<file path="src/rtl/apbm_pkg.sv">
package apbm_pkg;

   typedef enum logic [1:0] {
      PH_IDLE   = 2'd0,
      PH_SETUP  = 2'd1,
      PH_ACCESS = 2'd2
   } apbm_phase_e;

endpackage

</file>
<file path="src/rtl/apbm_seq.sv">
module apbm_seq
   import apbm_pkg::*;
#(
   parameter int ADDR_W = 12,
   parameter int DATA_W = 32
) (
   input  logic              clk,
   input  logic              rst_n,
   input  logic              cmd_valid,
   output logic              cmd_ready,
   input  logic              cmd_write,
   input  logic [ADDR_W-1:0] cmd_addr,
   input  logic [DATA_W-1:0] cmd_wdata,
   input  logic              pready,
   output logic              psel,
   output logic              penable,
   output logic              pwrite,
   output logic [ADDR_W-1:0] paddr,
   output logic [DATA_W-1:0] pwdata,
   output logic              xfer_done
);

   apbm_phase_e phase_q, phase_d;
   logic        take;

   always_comb begin
      xfer_done = (phase_q == PH_ACCESS) && pready;
      cmd_ready = (phase_q == PH_IDLE) || xfer_done;
      take      = cmd_valid && cmd_ready;
   end

   always_comb begin
      phase_d = phase_q;
      unique case (phase_q)
         PH_IDLE:   if (take) phase_d = PH_SETUP;
         PH_SETUP:  phase_d = PH_ACCESS;
         PH_ACCESS: if (pready) phase_d = take ? PH_SETUP : PH_IDLE;
         default:   phase_d = PH_IDLE;
      endcase
   end

   always_ff @(posedge clk or negedge rst_n) begin
      if (!rst_n) begin
         phase_q <= PH_IDLE;
         pwrite  <= 1'b0;
         paddr   <= '0;
         pwdata  <= '0;
      end else begin
         phase_q <= phase_d;
         if (take) begin
            pwrite <= cmd_write;
            paddr  <= cmd_addr;
            pwdata <= cmd_wdata;
         end
      end
   end

   assign psel    = (phase_q != PH_IDLE);
   assign penable = (phase_q == PH_ACCESS);

   AST_ENABLE_NEEDS_SEL: assert property (@(posedge clk) disable iff (!rst_n)
      penable |-> psel);
   AST_SETUP_THEN_ACCESS: assert property (@(posedge clk) disable iff (!rst_n)
      (psel && !penable) |=> (psel && penable));
   AST_WAIT_STABLE: assert property (@(posedge clk) disable iff (!rst_n)
      (psel && !(penable && pready)) |=> ($stable(paddr) && $stable(pwrite) && $stable(pwdata)));
   AST_IDLE_AFTER_DONE: assert property (@(posedge clk) disable iff (!rst_n)
      (xfer_done && !cmd_valid) |=> !psel);
   AST_BACK_TO_BACK: assert property (@(posedge clk) disable iff (!rst_n)
      (xfer_done && cmd_valid) |=> (psel && !penable));

endmodule

</file>
<file path="src/rtl/apbm_resp.sv">
module apbm_resp #(
   parameter int DATA_W = 32
) (
   input  logic              clk,
   input  logic              rst_n,
   input  logic              xfer_done,
   input  logic              xfer_write,
   input  logic              pslverr,
   input  logic [DATA_W-1:0] prdata,
   output logic              rsp_valid,
   output logic              rsp_err,
   output logic [DATA_W-1:0] rsp_rdata
);

   logic data_ok;

   assign data_ok = !pslverr && !xfer_write;

   always_ff @(posedge clk or negedge rst_n) begin
      if (!rst_n) begin
         rsp_valid <= 1'b0;
         rsp_err   <= 1'b0;
         rsp_rdata <= '0;
      end else begin
         rsp_valid <= xfer_done;
         rsp_err   <= xfer_done && pslverr;
         rsp_rdata <= (xfer_done && data_ok) ? prdata : '0;
      end
   end

   AST_RSP_ONE_CYCLE: assert property (@(posedge clk) disable iff (!rst_n)
      (rsp_valid && !xfer_done) |=> !rsp_valid);
   AST_NO_DATA_ON_FAULT: assert property (@(posedge clk) disable iff (!rst_n)
      (rsp_valid && rsp_err) |-> (rsp_rdata == '0));

endmodule

</file>
<file path="src/rtl/apbm_fault_log.sv">
module apbm_fault_log #(
   parameter int ADDR_W     = 12,
   parameter int CNT_W      = 4,
   parameter bit KEEP_FIRST = 1'b1
) (
   input  logic              clk,
   input  logic              rst_n,
   input  logic              fault_ev,
   input  logic [ADDR_W-1:0] ev_addr,
   input  logic              ev_write,
   input  logic              clear,
   output logic              fault_valid,
   output logic [ADDR_W-1:0] fault_addr,
   output logic              fault_write,
   output logic [CNT_W-1:0]  fault_count
);

   localparam logic [CNT_W-1:0] CNT_MAX = {CNT_W{1'b1}};

   logic load;

   generate
      if (KEEP_FIRST) begin : g_keep_first
         assign load = fault_ev && (clear || !fault_valid);
      end else begin : g_keep_last
         assign load = fault_ev;
      end
   endgenerate

   always_ff @(posedge clk or negedge rst_n) begin
      if (!rst_n) begin
         fault_valid <= 1'b0;
         fault_addr  <= '0;
         fault_write <= 1'b0;
         fault_count <= '0;
      end else begin
         if (fault_ev)   fault_valid <= 1'b1;
         else if (clear) fault_valid <= 1'b0;
         if (load) begin
            fault_addr  <= ev_addr;
            fault_write <= ev_write;
         end
         if (clear)
            fault_count <= fault_ev ? CNT_W'(1) : '0;
         else if (fault_ev && fault_count != CNT_MAX)
            fault_count <= fault_count + 1'b1;
      end
   end

   AST_COUNT_HOLDS_AT_MAX: assert property (@(posedge clk) disable iff (!rst_n)
      (fault_count == CNT_MAX && !clear) |=> (fault_count == CNT_MAX));
   AST_COUNT_STEP: assert property (@(posedge clk) disable iff (!rst_n)
      (!clear && !fault_ev) |=> $stable(fault_count));

   generate
      if (KEEP_FIRST) begin : g_first_chk
         AST_FIRST_FAULT_KEPT: assert property (@(posedge clk) disable iff (!rst_n)
            (fault_valid && !clear) |=> (fault_valid && $stable(fault_addr) && $stable(fault_write)));
      end
   endgenerate

endmodule

</file>
<file path="src/rtl/apbm_err_manager.sv">
module apbm_err_manager #(
   parameter int ADDR_W     = 12,
   parameter int DATA_W     = 32,
   parameter int CNT_W      = 4,
   parameter bit KEEP_FIRST = 1'b1
) (
   input  logic              clk,
   input  logic              rst_n,
   input  logic              cmd_valid,
   output logic              cmd_ready,
   input  logic              cmd_write,
   input  logic [ADDR_W-1:0] cmd_addr,
   input  logic [DATA_W-1:0] cmd_wdata,
   output logic              rsp_valid,
   output logic              rsp_err,
   output logic [DATA_W-1:0] rsp_rdata,
   output logic              bus_fault,
   input  logic              fault_clear,
   output logic              fault_valid,
   output logic [ADDR_W-1:0] fault_addr,
   output logic              fault_write,
   output logic [CNT_W-1:0]  fault_count,
   output logic              psel,
   output logic              penable,
   output logic              pwrite,
   output logic [ADDR_W-1:0] paddr,
   output logic [DATA_W-1:0] pwdata,
   input  logic [DATA_W-1:0] prdata,
   input  logic              pready,
   input  logic              pslverr
);

   generate
      if (ADDR_W < 2 || ADDR_W > 32) begin : g_bad_addr_w
         $error("apbm_err_manager: ADDR_W must lie in 2..32");
      end
      if (DATA_W < 8 || (DATA_W % 8) != 0) begin : g_bad_data_w
         $error("apbm_err_manager: DATA_W must be a whole number of bytes");
      end
      if (CNT_W < 1 || CNT_W > 16) begin : g_bad_cnt_w
         $error("apbm_err_manager: CNT_W must lie in 1..16");
      end
   endgenerate

   logic xfer_done;
   logic fault_ev;

   apbm_seq #(.ADDR_W(ADDR_W), .DATA_W(DATA_W)) u_seq (
      .clk       (clk),
      .rst_n     (rst_n),
      .cmd_valid (cmd_valid),
      .cmd_ready (cmd_ready),
      .cmd_write (cmd_write),
      .cmd_addr  (cmd_addr),
      .cmd_wdata (cmd_wdata),
      .pready    (pready),
      .psel      (psel),
      .penable   (penable),
      .pwrite    (pwrite),
      .paddr     (paddr),
      .pwdata    (pwdata),
      .xfer_done (xfer_done)
   );

   apbm_resp #(.DATA_W(DATA_W)) u_resp (
      .clk        (clk),
      .rst_n      (rst_n),
      .xfer_done  (xfer_done),
      .xfer_write (pwrite),
      .pslverr    (pslverr),
      .prdata     (prdata),
      .rsp_valid  (rsp_valid),
      .rsp_err    (rsp_err),
      .rsp_rdata  (rsp_rdata)
   );

   assign fault_ev = xfer_done && pslverr;

   apbm_fault_log #(.ADDR_W(ADDR_W), .CNT_W(CNT_W), .KEEP_FIRST(KEEP_FIRST)) u_flog (
      .clk         (clk),
      .rst_n       (rst_n),
      .fault_ev    (fault_ev),
      .ev_addr     (paddr),
      .ev_write    (pwrite),
      .clear       (fault_clear),
      .fault_valid (fault_valid),
      .fault_addr  (fault_addr),
      .fault_write (fault_write),
      .fault_count (fault_count)
   );

   assign bus_fault = rsp_valid && rsp_err;

   AST_RSP_FOLLOWS_DONE: assert property (@(posedge clk) disable iff (!rst_n)
      xfer_done |=> rsp_valid);
   AST_FAULT_RECORDED: assert property (@(posedge clk) disable iff (!rst_n)
      (xfer_done && pslverr) |=> (fault_valid && bus_fault));
   AST_QUIET_WITHOUT_DONE: assert property (@(posedge clk) disable iff (!rst_n)
      !(psel && penable && pready) |=> !rsp_valid);

endmodule

</file>
<file path="config.mk">
export PLATFORM = sky130hd
export DESIGN_NAME = apbm_err_manager
export DESIGN_NICKNAME = d
export VERILOG_FILES = /design/src/rtl/apbm_pkg.sv /design/src/rtl/apbm_seq.sv /design/src/rtl/apbm_resp.sv /design/src/rtl/apbm_fault_log.sv /design/src/rtl/apbm_err_manager.sv
export SDC_FILE = /design/constraint.sdc
export NUM_CORES = 1
export LEC_CHECK = 0
export BUFFER_PORTS_ARGS = -buffer_cell sky130_fd_sc_hd__buf_2
export CAP_MARGIN = 25
export CORE_MARGIN = 2
export CORE_UTILIZATION = 40
export CTS_CLUSTER_DIAMETER = 200
export DETAILED_ROUTE_END_ITERATION = 10
export PLACE_DENSITY = 0.81
export RECOVER_POWER = 50
export SETUP_SLACK_MARGIN = 0.1
export SLEW_MARGIN = 15
export SYNTH_ARGS = -nofsm -noshare
export SYNTH_HDL_FRONTEND = slang
export SYNTH_SLANG_ARGS = --single-unit
</file>
<file path="constraint.sdc">
create_clock -name clk -period 1.7 [get_ports clk]
set_input_delay 0.085 -clock clk [delete_from_list [all_inputs] [get_ports clk]]
set_output_delay 0.085 -clock clk [all_outputs]
set_load 0.01 [all_outputs]
</file>
# Word level (Yosys, flattened, before mapping)
# Index checks and enable logic that the tools add are counted.
[classes]
n_addsub = 1
n_reduce_logical = 18
eq_ne = 5
n_mux = 10
[op_table]
columns = ["cell", "count"]
rows = [
  ["$mux W32", 1],
  ["$logic_and A1 B1 Y1", 8],
  ["$mux W4", 2],
  ["$pmux W2 S3", 1],
  ["$reduce_bool A2 Y1", 3],
  ["$add A4 B1 Y4 const B", 1],
  ["$mux W1", 4],
  ["$mux W2", 2],
  ["$ne A2 B1 Y1 const B", 2],
  ["$ne A4 B4 Y1 const B", 1],
  ["$logic_not A1 Y1", 3],
  ["$eq A2 B1 Y1 const B", 1],
  ["$eq A2 B2 Y1 const B", 1],
  ["$logic_not A2 Y1", 1],
  ["$logic_or A1 B1 Y1", 2],
  ["$reduce_and A2 Y1", 1],
]
[totals]
word_cells = 45
regBits = 99
input_bits = 83

# Logic depth before layout (Yosys ltp)
[logic_depth]
word_depth = 7
ltp_mapped = 5
ltp_nobuf = 4

# By module
# A second synthesis with hierarchy kept.
[hier_totals]
hier_cells = 237
area_unflattened_um2 = 4246.6
[modules_own_cells]
columns = ["module", "cells_each", "instances", "area_each_um2"]
rows = [
  ["apbm_seq", 105, 1, 1984.4],
  ["apbm_resp", 76, 1, 1426.4],
  ["apbm_fault_log", 54, 1, 823.3],
  ["apbm_err_manager", 2, 1, 12.5],
]

# Worst setup path after synthesis
# OpenSTA, ideal clock, no wires.
[synth_timing]
path_type = "flip-flop to flip-flop"
from = "register u_seq.phase_q[0]"
to = "register u_flog.fault_addr[10]"
n_path_buf = 2
period_less_slack_ps = 1620
setup_slack_ps = 80
stages_incl_launch_ff = 6
arrival_time_ps = 1495
t_required_ps = 1575
path_cell_list = "dfrtp_1 > and4b_1 > buf_6 > a21boi_4 > buf_12 > mux2_4"
[synth_via]
elab_chain_len = 4
[synth_rtl]
columns = ["element", "line", "source"]
rows = [
  ["start, declared", "apbm_seq.sv:23", "apbm_phase_e phase_q, phase_d;"],
  ["start signal, assigned", "apbm_seq.sv:49", "phase_q <= phase_d;"],
  ["$eq A2 B2 Y1", "apbm_seq.sv:27", "xfer_done = (phase_q == PH_ACCESS) && pready;"],
  ["$logic_and A1 B1 Y1", "apbm_seq.sv:27", ""],
  ["$logic_and A1 B1 Y1", "apbm_err_manager.sv:77", "assign fault_ev = xfer_done && pslverr;"],
  ["net fault_ev", "apbm_err_manager.sv:46", "logic fault_ev;"],
  ["$logic_and A1 B1 Y1", "apbm_fault_log.sv:24", "assign load = fault_ev && (clear || !fault_valid);"],
  ["end signal, assigned", "apbm_fault_log.sv:40", "fault_addr <= ev_addr;"],
  ["end, declared", "apbm_fault_log.sv:13", "output logic [ADDR_W-1:0] fault_addr,"],
]
# The timed path passes the listed nets, and every way through them passes these cells.
# A chain may end at the register's enable or synchronous reset.

# Worst setup path after layout
[layout_timing]
from = "register u_seq.phase_q[0]"
to = "register u_seq.pwdata[18]"
[layout_via]
elab_chain_len = 4
elab_cells_between_ends = 5
[layout_rtl]
columns = ["element", "line", "source"]
rows = [
  ["$eq A2 B2 Y1", "apbm_seq.sv:27", ""],
  ["$logic_and A1 B1 Y1", "apbm_seq.sv:27", ""],
  ["$logic_or A1 B1 Y1 *", "apbm_seq.sv:28", "cmd_ready = (phase_q == PH_IDLE) || xfer_done;"],
  ["$logic_and A1 B1 Y1 *", "apbm_seq.sv:29", "take = cmd_valid && cmd_ready;"],
  ["end signal, assigned", "apbm_seq.sv:53", "pwdata <= cmd_wdata;"],
  ["end, declared", "apbm_seq.sv:19", "output logic [DATA_W-1:0] pwdata,"],
]
# Every way passes the cells marked *; elsewhere a longest branch is shown, timed or not.

==> Flow_metrics.wiki <==
{| class="wikitable"
! Metric !! Value
|-
| Outcome || completed
|-
| Period minus WS final || about 1600 ps
|-
| Post-Syn Area per Cell || 16.1 um^2
|-
| Number of synthesized flops with an enable pin || 0
|-
| Die ar. || between 0.01 and 0.015 mm^2
|-
| Number of nets produced by synthesis || approximately 310
|-
| Postcts setup bufs || 0
|-
| Number of port buffers || ~180
|-
| Global-route wire length before repair || between 10,000 and 15,000 um
|-
| Max-slew headroom || 0.641
|-
| H-tree level count || 3
|-
| Crit path max-delay family || buffers and inverters
|-
| Power density over the cells || 1100 mW/mm^2
|-
| Finished Layout Cells || approximately 600
|-
| Worst path cell trace || clkbuf_1 -> a211oi_4 -> buf_12 -> mux2_2
|-
| Share of post-route cells with drive strength above 1 || 0.434
|-
| Class of the tightest hold or removal check || in -> reg
|-
| Final hold vios || 0
|-
| Static leakage power || about 2.8 nW
|-
| Slack of the worst reg-to-reg path || 140 ps
|-
| Die Y || ~100 um
|-
| Number of setup violations in the final report || 0
|-
| Crit path arrival time || about 1800 ps
|-
| Synth Register Bits || 99
|-
| Maximum Capacitance Violations || 0
|-
| Cell type with the highest aggregate area in the netlist || sky130_fd_sc_hd__dfrtp_1
|-
| Synth unique cells || 28
|-
| Required time worst endpoint || ~1900 ps
|-
| Worst setup path start || u_seq.phase_q[0]
|-
| Aggregate global routing overflow || 0
|-
| Total non-filler cell area in the finished layout || between 0.005 and 0.006 mm^2
|-
| DR DRC count || 0
|-
| Crit-path slowest cell || sky130_fd_sc_hd__dfrtp_1
|-
| Area growth, synth to finish || 54.3%
|-
| Stage delay of the slowest cell on the critical path || 390 ps
|-
| Core Box Area || ~0.0091 mm^2
|-
| Clock latency at the later pin of the worst-skew pair || 350 ps
|-
| Min-Delay Path Depth || 2
|-
| Post-synthesis instance total || between 200 and 250
|-
| Most instantiated library cell after synthesis || sky130_fd_sc_hd__dfrtp_1
|-
| CP bufs+invs || 2
|-
| Placed cell areas || between 0.004 and 0.005 mm^2
|-
| Startpoint type of the worst setup path || flop
|-
| Width of the die || 100 um
|-
| Endpoint of the most critical setup path || u_seq.pwdata[18]
|-
| Leading register cell type out of synthesis || sky130_fd_sc_hd__dfrtp_1
|-
| Final total negative setup slack || 0 ps
|-
| Number of pins exceeding their max-slew limit in the final report || 0
|-
| Top cell types by occurrence after synthesis || 99 x sky130_fd_sc_hd__dfrtp_1, 46 x sky130_fd_sc_hd__mux2_2, 34 x sky130_fd_sc_hd__and2_1, 10 x sky130_fd_sc_hd__mux2_4, 5 x sky130_fd_sc_hd__buf_6
|-
| Startpoint-to-endpoint class of the critical path || reg -> reg
|-
| Vias per inst || between 4 and 5
|-
| Worst R2R End || u_seq.pwdata[18]
|-
| Number of antenna diodes || 0
|-
| Pin slew with the least headroom to its limit || around 540 ps
|-
| Buffers from clock root to sink, at most || 2
|-
| Top-level I/O count || 184
|-
| Number of antenna violations at the first check in global routing || 0
|-
| WP depth || 4
|-
| Clock root cell || sky130_fd_sc_hd__clkbuf_8
|-
| Vias in the first global route || 3,134
|-
| Proportion of netlist area held by the largest area contributor || 0.671
|-
| DR iter-0 viols || 59
|-
| Depth of the worst register-to-register path || 4
|-
| Half-perimeter wire length after placement || approximately 5500 um
|-
| Biggest fanout along the worst timing path || 25
|-
| CTS Buf Count || 9
|-
| Pin count of the biggest net entering global routing || 100
|-
| Capturing element type of the critical path || flop
|-
| Synth async-reset ratio || 1.00
|-
| Total Routed Length || a little over 9000 um
|-
| Global Route Usage Sum || 0.186
|-
| Layout Nets || 584
|-
| Mapped Area || about 0.0037 mm^2
|-
| Sequential share of the synthesized area || 0.671
|-
| Wire length per cell after detailed routing || approximately 15 um
|-
| Sinks on Clock Net || 99
|-
| Max Clock Freq || 639 MHz
|-
| Vias post-DR || approximately 2,800
|-
| Setup repair after global routing missed its margin || no
|-
| Worst vdd ir || between 0.0005 and 0.0006 V
|-
| Number of detailed-routing iterations run before antenna repair || 4
|-
| Synth top area cells || sky130_fd_sc_hd__dfrtp_1 67%, sky130_fd_sc_hd__mux2_2 14%, sky130_fd_sc_hd__and2_1 5.8%, sky130_fd_sc_hd__mux2_4 4.1%, sky130_fd_sc_hd__buf_6 1.5%
|-
| Cell total after placement || between 500 and 600
|-
| Initial core utilization || 0.405
|-
| Clock transition time at the flip-flop clock pins of the worst setup and hold paths || about 90 ps
|-
| Number of standard-cell rows in the floorplan || 35
|-
| Final Wtd Congestion || around 0.78
|-
| Tcrit/Tclk final || 0.920
|-
| Clock tree from TritonCTS || yes
|-
| Post-route antenna net violation count || 0
|-
| Post-Route Skew || 10.1 ps
|-
| Reg2Reg Launch Point || u_seq.phase_q[0]
|-
| Synthesis Warnings || 0
|}
-- through the flow --
step           utilization  total power, mW  worst slack (ps)  hold WS, ps
2_1_floorplan            -             3.98              79.7         -211
3_3_place_gp         0.524             4.69               183          176
3_5_place_dp         0.524             4.75               144          186
4_1_cts              0.632             6.34               138         23.0
5_1_grt              0.625             6.62              63.8         34.0
6_report             0.625             6.24               135         44.7
-- cells in the final DEF (no fill, tap or decap), drive strengths merged --
cell type	netlist	routed
and3b	1	1
buf	6	141
dfrtp	99	99
and2	34	34
a31o	1	1
a21oi	4	4
inv	3	6
a21o	2	2
clkinv	0	4
or2	1	1
nor2b	2	2
a311oi	1	1
nor3b	1	1
a211oi	1	1
a21boi	1	1
mux2	58	58
nand3	1	1
and2b	1	1
and4b	2	2
dlygate4sd3	0	79
clkbuf	3	58
ha	1	1
and3	1	1
o21ai	1	1
o211ai	1	1
nand2b	2	2
nor3	1	1
-- layout make-up --
class / instances / area, um^2
clock buffer: 9 / 124
clock inverter: 7 / 68.8
fill: 711 / 3410
inverter: 3 / 11.3
multi-input combinational: 118 / 1120
sequential: 99 / 2480
tap: 111 / 139
timing repair buffer: 269 / 1760
-- registers in the layout, summed over array words and instances, names as in the netlist --
register / cells
u_flog.fault_addr: 12
u_resp.rsp_err: 1
u_seq.pwrite: 1
u_seq.paddr: 12
u_flog.fault_count: 4
u_flog.fault_valid: 1
u_seq.phase_q: 2
u_flog.fault_write: 1
u_resp.rsp_rdata: 32
u_seq.pwdata: 32
u_resp.rsp_valid: 1
-- kinds of logic (layout without fill, tap and decap cells) --
kind of cell / Yosys count / count (layout) / synth area share
flops: 99 / 99 / 0.671
fa+ha+maj: 1 / 1 / 0.00339
mux: 58 / 58 / 0.187
compound gates: 12 / 12 / 0.0281
buf+inv: 12 / 288 / 0.0268
simple gates: 47 / 47 / 0.0837
-- layer usage --
layer / up-vias / wire [um] / global-route usage
li1: 1316 / - / -
met1: 1386 / 3480 / 0.204
met2: 120 / 4780 / 0.334
met3: 14 / 677 / 0.0675
met4: 0 / 166 / 0.0611
met5: - / 0 / 0
-- power by group --
group	total, mW	switching [mW]	internal [mW]	leakage, nW
registers	3.10	0.278	2.82	1.25
logic	1.71	0.754	0.959	1.45
clock network	1.43	0.853	0.573	0.0993
-- how the worst min path moves through the flow --
stage           start                    to
3_3_place_gp    rst_n  u_flog.fault_addr[9]
6_report       pready      u_resp.rsp_valid
4_1_cts        pready      u_resp.rsp_valid
2_1_floorplan   rst_n  u_flog.fault_addr[0]
5_1_grt        pready      u_resp.rsp_valid
3_5_place_dp    rst_n        u_seq.paddr[9]
-- timing repair --
| item | CTS | global route |
|---|---|---|
| hold buffers | 79 | 0 |
| setup endpoints to repair | 0 | 11 |
| resized for setup | 0 | 1 |
| endpoints found under the hold margin | 178 | 0 |
Power figures use the tool's default switching activity.
